## src/rtl/reload_timer.sv

```systemverilog
module reload_timer #(
  parameter int W = 16
) (
  input  logic         clk,
  input  logic         rst_n,
  input  logic         tick,
  input  logic         wr_en,
  input  logic [1:0]   addr,
  input  logic [W-1:0] wdata,
  output logic [W-1:0] rdata,
  output logic         irq,
  output logic         tout
);
  localparam logic [1:0] A_CTL = 2'd0;
  localparam logic [1:0] A_RLD = 2'd1;
  localparam logic [1:0] A_CNT = 2'd2;

  logic         en, rsel, ien, uf, lvl, run, tog;
  logic [2:0]   mode;
  logic [W-1:0] rld, cnt;

  wire       ctl_wr = wr_en && (addr == A_CTL);
  wire [2:0] mode_nx = (ctl_wr && !en) ? wdata[8:6] : mode;
  wire       start = ctl_wr && wdata[0] && wdata[1] && (mode_nx == 3'b000);
  wire       stop  = ctl_wr && !wdata[0];
  wire       step  = run && en && tick && !start && !stop;
  wire       uflow = step && (cnt == '0);

  always_ff @(posedge clk or negedge rst_n) begin
    if (!rst_n) begin
      en <= 1'b0; rsel <= 1'b0; ien <= 1'b0; uf <= 1'b0;
      lvl <= 1'b0; run <= 1'b0; tog <= 1'b0; mode <= 3'b000;
      rld <= '0; cnt <= '0;
    end else begin
      if (ctl_wr) begin
        en   <= wdata[0];
        rsel <= wdata[2];
        ien  <= wdata[3];
        lvl  <= wdata[5];
        mode <= mode_nx;
        if (!wdata[4]) uf <= 1'b0;
      end
      if (wr_en && addr == A_RLD) rld <= wdata;
      if (uflow) uf <= 1'b1;

      if (start) begin
        cnt <= rld;
        run <= 1'b1;
        tog <= 1'b0;
      end else if (stop) begin
        run <= 1'b0;
      end else if (uflow) begin
        if (rsel) begin
          cnt <= rld;
          tog <= ~tog;
        end else begin
          cnt <= '1;
          run <= 1'b0;
        end
      end else if (step) begin
        cnt <= cnt - 1'b1;
      end
    end
  end

  assign irq  = uf && ien;
  assign tout = lvl ^ (rsel ? tog : run);

  always_comb begin
    rdata = '0;
    case (addr)
      A_CTL:   rdata[8:0] = {mode, lvl, uf, ien, rsel, 1'b0, en};
      A_RLD:   rdata = rld;
      A_CNT:   rdata = cnt;
      default: rdata = '0;
    endcase
  end

  p_uf_cause_r3: assert property (@(posedge clk) disable iff (!rst_n)
    $rose(uf) |-> ($past(cnt) == '0 && $past(run) && $past(tick)));

  p_oneshot_stop_r5: assert property (@(posedge clk) disable iff (!rst_n)
    (uflow && !rsel) |=> (!run && cnt == '1));

  p_reload_r7: assert property (@(posedge clk) disable iff (!rst_n)
    (uflow && rsel && !(wr_en && addr == A_RLD)) |=> (run && cnt == $past(rld)));

  p_toggle_r8: assert property (@(posedge clk) disable iff (!rst_n)
    (uflow && rsel && !ctl_wr) |=> (tout != $past(tout)));

  p_hold_r9: assert property (@(posedge clk) disable iff (!rst_n)
    (!en && !ctl_wr) |=> $stable(cnt));

  p_mode_lock_r12: assert property (@(posedge clk) disable iff (!rst_n)
    en |=> $stable(mode));
endmodule

```

## config.mk

```make
export PLATFORM = sky130hd
export DESIGN_NAME = reload_timer
export DESIGN_NICKNAME = d
export VERILOG_FILES = /design/src/rtl/reload_timer.sv
export SDC_FILE = /design/constraint.sdc
export NUM_CORES = 1
export LEC_CHECK = 0
export CORE_ASPECT_RATIO = 1.2
export CORE_MARGIN = 4
export CORE_UTILIZATION = 54
export DETAILED_ROUTE_END_ITERATION = 8
export PLACE_DENSITY_LB_ADDON = 0.1
export SYNTH_ARGS = -nofsm -noshare
export SYNTH_HDL_FRONTEND = slang
export SYNTH_SLANG_ARGS = --single-unit
```

## constraint.sdc

```tcl
create_clock -name clk -period 2.3 [get_ports clk]
set_input_delay 0.46 -clock clk [delete_from_list [all_inputs] [get_ports clk]]
set_output_delay 0.46 -clock clk [all_outputs]
set_load 0.01 [all_outputs]
```

==> After elaboration in Yosys (flattened, before gate mapping) <==
Index checks and enable logic that the tools add are counted.
W data, S select, Z words.
{ "totals": {"reg_bits": 42, "latchBits": 0, "mem_bits_rw": 0, "romBits": 0, "inputBits": 22, "out_inout_bits": 18, "elab_cells": 67, "mem_count": 0} }
{ "classes": {"add_sub_neg": 1, "multipliers": 0, "n_div": 0, "n_lt_le_gt_ge": 0, "n_eq_ne": 5, "shifts": 0, "muxes": 20, "bitwise": 2, "reduce_logical": 29} }
{ "ops": {"columns": ["cell", "n"], "rows": [
  ["$mux W16", 5],
  ["$pmux W9 S3", 1],
  ["$logic_not A16 Y1", 1],
  ["$sub A16 B1 Y16 const B", 1],
  ["$pmux W7 S2", 1],
  ["$logic_and A1 B1 Y1", 13],
  ["$mux W1", 12],
  ["$reduce_and A2 Y1", 3],
  ["$reduce_bool A2 Y1", 3],
  ["$reduce_bool A3 Y1", 2],
  ["$logic_not A1 Y1", 4],
  ["$logic_not A3 Y1", 1],
  ["$mux W3", 1],
  ["$ne A3 B1 Y1 const B", 1],
  ["$reduce_and A3 Y1", 1],
  ["$eq A2 B1 Y1 const B", 1],
  ["$eq A2 B2 Y1 const B", 1],
  ["$logic_not A2 Y1", 1],
  ["$ne A2 B1 Y1 const B", 1],
  ["$ne A2 B2 Y1 const B", 1],
  ["$not A1 Y1", 1],
  ["$xor A1 B1 Y1", 1]
]} }

==> Depth between registers and ports, before layout <==
{ "logic_depth": {"depth_word": 13, "ltp_mapped": 11, "mapped_depth_nobuf": 7} }

==> Worst setup path before layout <==
No wires, ideal clock.
{ "synth_timing": {"path_type": "input -> register", "start": "input addr[0]", "end": "register cnt[9]", "setup_time_ps": 128, "t_arrival_ps": 1908, "required_time_ps": 2172, "slack_ps": 264, "stages": 10, "n_path_buf": 3, "path_cell_list": "inv_1 > ha_1 > buf_4 > and2_1 > clkbuf_1 > o2111a_1 > buf_4 > nor3_2 > and3_1 > nor3_1"} }
{ "synth_via": {"elab_chain_cells": 13, "elab_cells_between_ends": 20, "classes_between": "1 x eq/ne; 4 x mux; 15 x reduce/logical"} }
{ "synth_lines": {"columns": ["element", "line", "rtl"], "rows": [
  ["start, declared", "8", "input logic [1:0] addr,"],
  ["$logic_not A2 Y1 *", "22", "wire ctl_wr = wr_en && (addr == A_CTL);"],
  ["$logic_and A1 B1 Y1 *", "22", null],
  ["$logic_and A1 B1 Y1", "23", "wire [2:0] mode_nx = (ctl_wr && !en) ? wdata[8:6] : mode;"],
  ["$mux W3", "23", null],
  ["$logic_not A3 Y1", "24", "wire start = ctl_wr && wdata[0] && wdata[1] && (mode_nx == 3'b000);"],
  ["$logic_and A1 B1 Y1", "24", null],
  ["$logic_not A1 Y1", "26", "wire step = run && en && tick && !start && !stop;"],
  ["$logic_and A1 B1 Y1 (2 in series)", "26", null],
  ["$logic_and A1 B1 Y1", "27", "wire uflow = step && (cnt == '0);"],
  ["$mux W16", "52", "end else if (uflow) begin"],
  ["$mux W16", "50", "end else if (stop) begin"],
  ["$mux W16", "46", "if (start) begin"],
  ["end signal, assigned", "47", "cnt <= rld;"],
  ["end signal, assigned", "54", "cnt <= rld;"],
  ["end signal, assigned", "61", "cnt <= cnt - 1'b1;"],
  ["end, declared", "20", "logic [W-1:0] rld, cnt;"]
]} }
Every way passes the cells marked *; elsewhere a longest branch is shown, timed or not. The select of a mux whose other input is x is not followed.
A chain may end at the register's enable or synchronous reset.

==> Final worst setup path <==
{ "layout_timing": {"start": "input addr[0]", "end": "output rdata[2]"} }
{ "layout_via": {"elab_chain_cells": 2, "elab_cells_between_ends": 4, "classes_between": "2 x eq/ne; 1 x mux; 1 x reduce/logical"} }
{ "layout_lines": {"columns": ["element", "line", "rtl"], "rows": [
  ["$eq A2 B2 Y1 (tied with other cells)", "71", "case (addr)"],
  ["$pmux W9 S3 *", "71", null],
  ["end, declared", "10", "output logic [W-1:0] rdata,"]
]} }
Every way passes the cells marked *; elsewhere a longest branch is shown, timed or not.

==> results list <==
- Outcome: finished clean
- CP arrival: between 1.5 and 2 ns
* Total Routing Usage GR: about a quarter
* Critical path's top delay family: buffers and inverters
- Dividing the detail-routed wire length by the instance count gives between 15 and 20 um.
- Placeable core region: about 4600 um^2
- Internal power comes to 1830 uW.
- Total die area: ~5900 um^2
- For the pin with the worst max-slew slack, the measured transition is around 0.54 ns.
- The congestion estimate from routability-driven global placement came to between 0.9 and 1.
- In this run the worst hold path is classified as in -> async.
- Maximum clock frequency: ~460 MHz
- Distinct cells, synth: 52
- Power share of the combinational group: 35.6%
- Total DRC errors in the routed layout: 0
* Main combinational cell family by area after synthesis: compound AO/OA/AOI/OAI gates
- Post-placement cell area: between 3000 and 4000 um^2
* Clock root buffer master: sky130_fd_sc_hd__clkbuf_8
- Setup total negative slack on the finished layout was measured at 0 ns.
* Setup-failing EPs final: 0
- The clock network burns approximately 20% of the power.
* Number of sinks on the clock net: between 40 and 50
- Final max-slew violation count: 0
- In this run the number of cells on the critical path is 7.
- Port Buf Inserts: 39
* Worst reg-to-reg setup slack: between 0.2 and 0.25 ns
* Wire length after detailed routing: about 6800 um
- Global-route wire length before repair: roughly 11,000 um
* Net count, final: 344
- Synthesized flop and latch total: 42
- Vias per cell: 6.33
* Count of buffer and inverter cells on the critical path: 4
- Vias: 2,374
- In the synthesized netlist, mux cells make up a little over a tenth of the area.
- Detailed placement finished with a half-perimeter wire length of 4810 um.
- Clock tree from TritonCTS: built
* Count of flip-flops with a built-in enable after synthesis: 0
* Vertical extent of the die: around 83 um
- CTS clk-pin slew, worst paths: approximately 0.080 ns
- Path type of the worst setup path: in -> out
- R2R Path End: cnt[14]
- Number of standard cells after synthesis: 250
- Global-route track usage on met1: about a third
* Largest fanout on the critical path: 8
- Final Hold Slack: about 0.22 ns
- For this run, the number of Yosys warnings is 0.
- At the placement stage, the worst setup path has a slack of -0.476 ns.
* Total number of H-tree levels: 2
* CTS max path bufs: 2
* Synth-to-Final Area Change: 32.1%
- Antenna Nets Post-Route: 0
- The first detailed-routing pass took 5 iterations.
- The slowest stage of the critical path belongs to the cell sky130_fd_sc_hd__a222oi_1.
- Number of endpoints with negative hold slack in the final report: 0
- Of the total power, the share spent switching nets is a little over a third.
* Global routing usage on met3: around 4.2%
* Final worst path period share: between 90% and 100%
- The repair_antennas step left the layout with diodes totalling 0.
* Number of filler instances in the final layout: approximately 350
- In this run the mean area of a mapped cell was approximately 10 um^2.
- Measured on the finished design, the core utilization comes to 73.4%.
- STA classifies the critical path endpoint as an output port.
- The via count of the first global-routing pass came to between 2,000 and 2,500.
- The post-route netlist has 29.3% of its cells at a drive strength greater than 1.
* Unrepaired setup endpoints after global routing: yes
- Summed over all layers, the global routing overflow is 0.
- For this run, asynchronously set or reset flops after synthesis account for between 90% and 100%.
* Power per Cell Area: roughly 860 nW/um^2
- Post-synthesis net count: about 280
- Sequential element share of the synthesized area: between 40 and 50%
- Depth of the worst register-to-register path: 6
* Skew-Pair Late Insertion Delay: approximately 0.29 ns
- Total number of placement rows: 27
- Summed over all nets, the switching power comes to about 1000 uW.
- In this run, the number of DRC markers left after iteration 0 of detailed routing was 268.
- Summing the areas of all and, or, nand and nor instances in the mapped netlist gives about 18% of the synthesized area.
- Share of total power in sequential cells: approximately 44%
- Post-Synthesis Cell Area: between 2000 and 3000 um^2
- Horizontal die dimension: just over 70 um
* Number of buffers added by the clock tree synthesis step: 5
* Initial Util: a little under three fifths
* Post-synthesis adder-cell area fraction: just under 3%
* Leakage power: 0.00141 uW
- Max transition margin: a little under two thirds
- The signal on the critical path passes through dlygate4sd2_1 > inv_2 > ha_4 > bufbuf_16 > a222oi_1 > nor2_1 > buf_2.
* Dominant synthesized flop cell: sky130_fd_sc_hd__dfrtp_1
- Setup slack after layout: approximately 0.1 ns
- Post-layout minimum cycle time: 2.20 ns
- The number of antenna violations at the first check in global routing was 0.
- After Yosys synthesis, XOR and XNOR cells account for less than 1% of the synthesized area.
- The worst-case IR drop observed on VDD is 0.000479 V.
- Post-synthesis compound-gate area fraction: slightly above 20%
- Global routing used a little over 40% of the available met2 tracks.
- Maximum number of pins on one net before global-route repair: 43
- Across the routed clock network, the largest skew measured is 0.00641 ns.
* Max-cap viol count: 0
- STA puts the critical path data required time at around 1.8 ns.
- The startpoint identified for the worst register-to-register timing path is cnt[4].
- The worst setup path is launched from a primary input.
- Final design instance area without fill: 3350 um^2
- Layer with the highest usage after global routing: met2
* Max incr delay on CP: 0.30 ns
- 40 I/O pins were placed.
==> worst reg2reg max path: cells and delay by family (launching register included) <==
| kind | cells | cell delay, ns |
|---|---|---|
| buf+inv | 1 | 0.19 |
| simple gates | 4 | 1.14 |
| compound gates | 1 | 0.12 |
| flops | 1 | 0.48 |
==> power by group through the flow <==
stage | combinational, uW | sequential (uW) | clock [uW]
3_3_place_gp | 995 | 1280 | 0
2_1_floorplan | 648 | 1180 | 0
4_1_cts | 987 | 1270 | 586
6_report | 1020 | 1280 | 575
3_5_place_dp | 1010 | 1280 | 0
5_1_grt | 1130 | 1310 | 623
==> flip-flops by register name, summed over array words and instances, names as in the netlist <==
register  cells
cnt          16
en            1
ien           1
lvl           1
mode          3
rld          16
rsel          1
run           1
tog           1
uf            1
==> timing repair <==
action                                 in CTS  in global routing
resized for setup                          51                  3
buffers inserted                            0                  2
endpoints found under the hold margin       0                  0
cloned                                      1                  0
pin swaps                                   7                  0
hold buffers                                0                  0
setup endpoints to repair                  32                  6
==> kinds of logic after synthesis <==
group | Yosys count
multiplexers | 24
flip-flops | 42
AND/OR/NAND/NOR | 85
XOR/XNOR | 2
AO/OA/AOI/OAI | 66
buffers and inverters | 25
adder cells (fa/ha/maj) | 6
==> per-layer routing <==
layer	routed length [um]	part of all wire, %
met1	2870	42
met2	3450	51
met3	366	5.4
met4	118	1.7
met5	0	0
==> through the flow <==
step	std cells	power, uW
floorplan	250	1830
global placement	364	2280
detailed placement	364	2290
CTS	373	2840
global route	375	3060
finish	375	2880
==> synth_stat cells (all sizes together) (2+ instances only) <==
| cell type | instances | area share [%] |
|---|---|---|
| o2111a | 2 | 0.89 |
| nand3 | 5 | 0.99 |
| a21oi | 10 | 2.0 |
| a311oi | 7 | 2.4 |
| a22oi | 8 | 2.4 |
| o32ai | 2 | 0.69 |
| nor4 | 7 | 2.9 |
| or3 | 2 | 0.49 |
| buf | 9 | 2.6 |
| nor3b | 2 | 0.59 |
| nand4 | 2 | 0.49 |
| clkbuf | 10 | 1.5 |
| nor2b | 8 | 2.0 |
| a211oi | 4 | 1.2 |
| a31oi | 3 | 1.3 |
| mux2 | 23 | 10 |
| o22ai | 2 | 0.49 |
| dfrtp | 42 | 41 |
| nor4b | 3 | 1.3 |
| ha | 6 | 3.0 |
| nor2 | 33 | 4.9 |
| o21ai | 10 | 2.0 |
| nor3 | 8 | 1.8 |
| a222oi | 8 | 3.2 |
| and2 | 2 | 0.49 |
| nand2 | 9 | 1.3 |
| inv | 6 | 0.89 |
| o2111ai | 2 | 1.4 |
==> how the worst max path moves through the flow <==
stage	start	to
2_1_floorplan	addr[0]	cnt[9]
3_3_place_gp	addr[1]	cnt[7]
3_5_place_dp	addr[1]	cnt[9]
4_1_cts	rsel	tout
5_1_grt	addr[1]	rdata[7]
6_report	addr[0]	rdata[2]
==> cells in the final DEF, fill, tap and decap left out, drive strengths merged, types with 3 or more instances in the layout <==
cell	count
nand3	5
clkbuf	5
dfrtp	42
a31oi	3
clkdlybuf4s50	20
nand2	9
nor4b	3
nor3	8
nor2b	8
buf	47
mux2	23
a22oi	8
clkdlybuf4s15	3
a222oi	8
a211oi	4
o21ai	10
nor4	7
a311oi	7
dlygate4sd2	7
inv	6
a21oi	10
ha	6
nor2	33
==> final cells by class <==
cell class | instances | area (um^2) | share of cell area (%)
Multi-Input combinational cell | 183 | 1400 | 41.8
Sequential cell | 42 | 1050 | 31.4
Timing Repair Buffer | 78 | 692 | 20.7
Tap cell | 58 | 72.6 | 2.17
Clock buffer | 5 | 68.8 | 2.06
Clock inverter | 3 | 40.0 | 1.20
Inverter | 6 | 22.5 | 0.673
No activity file was read; power rests on OpenSTA's default activity.
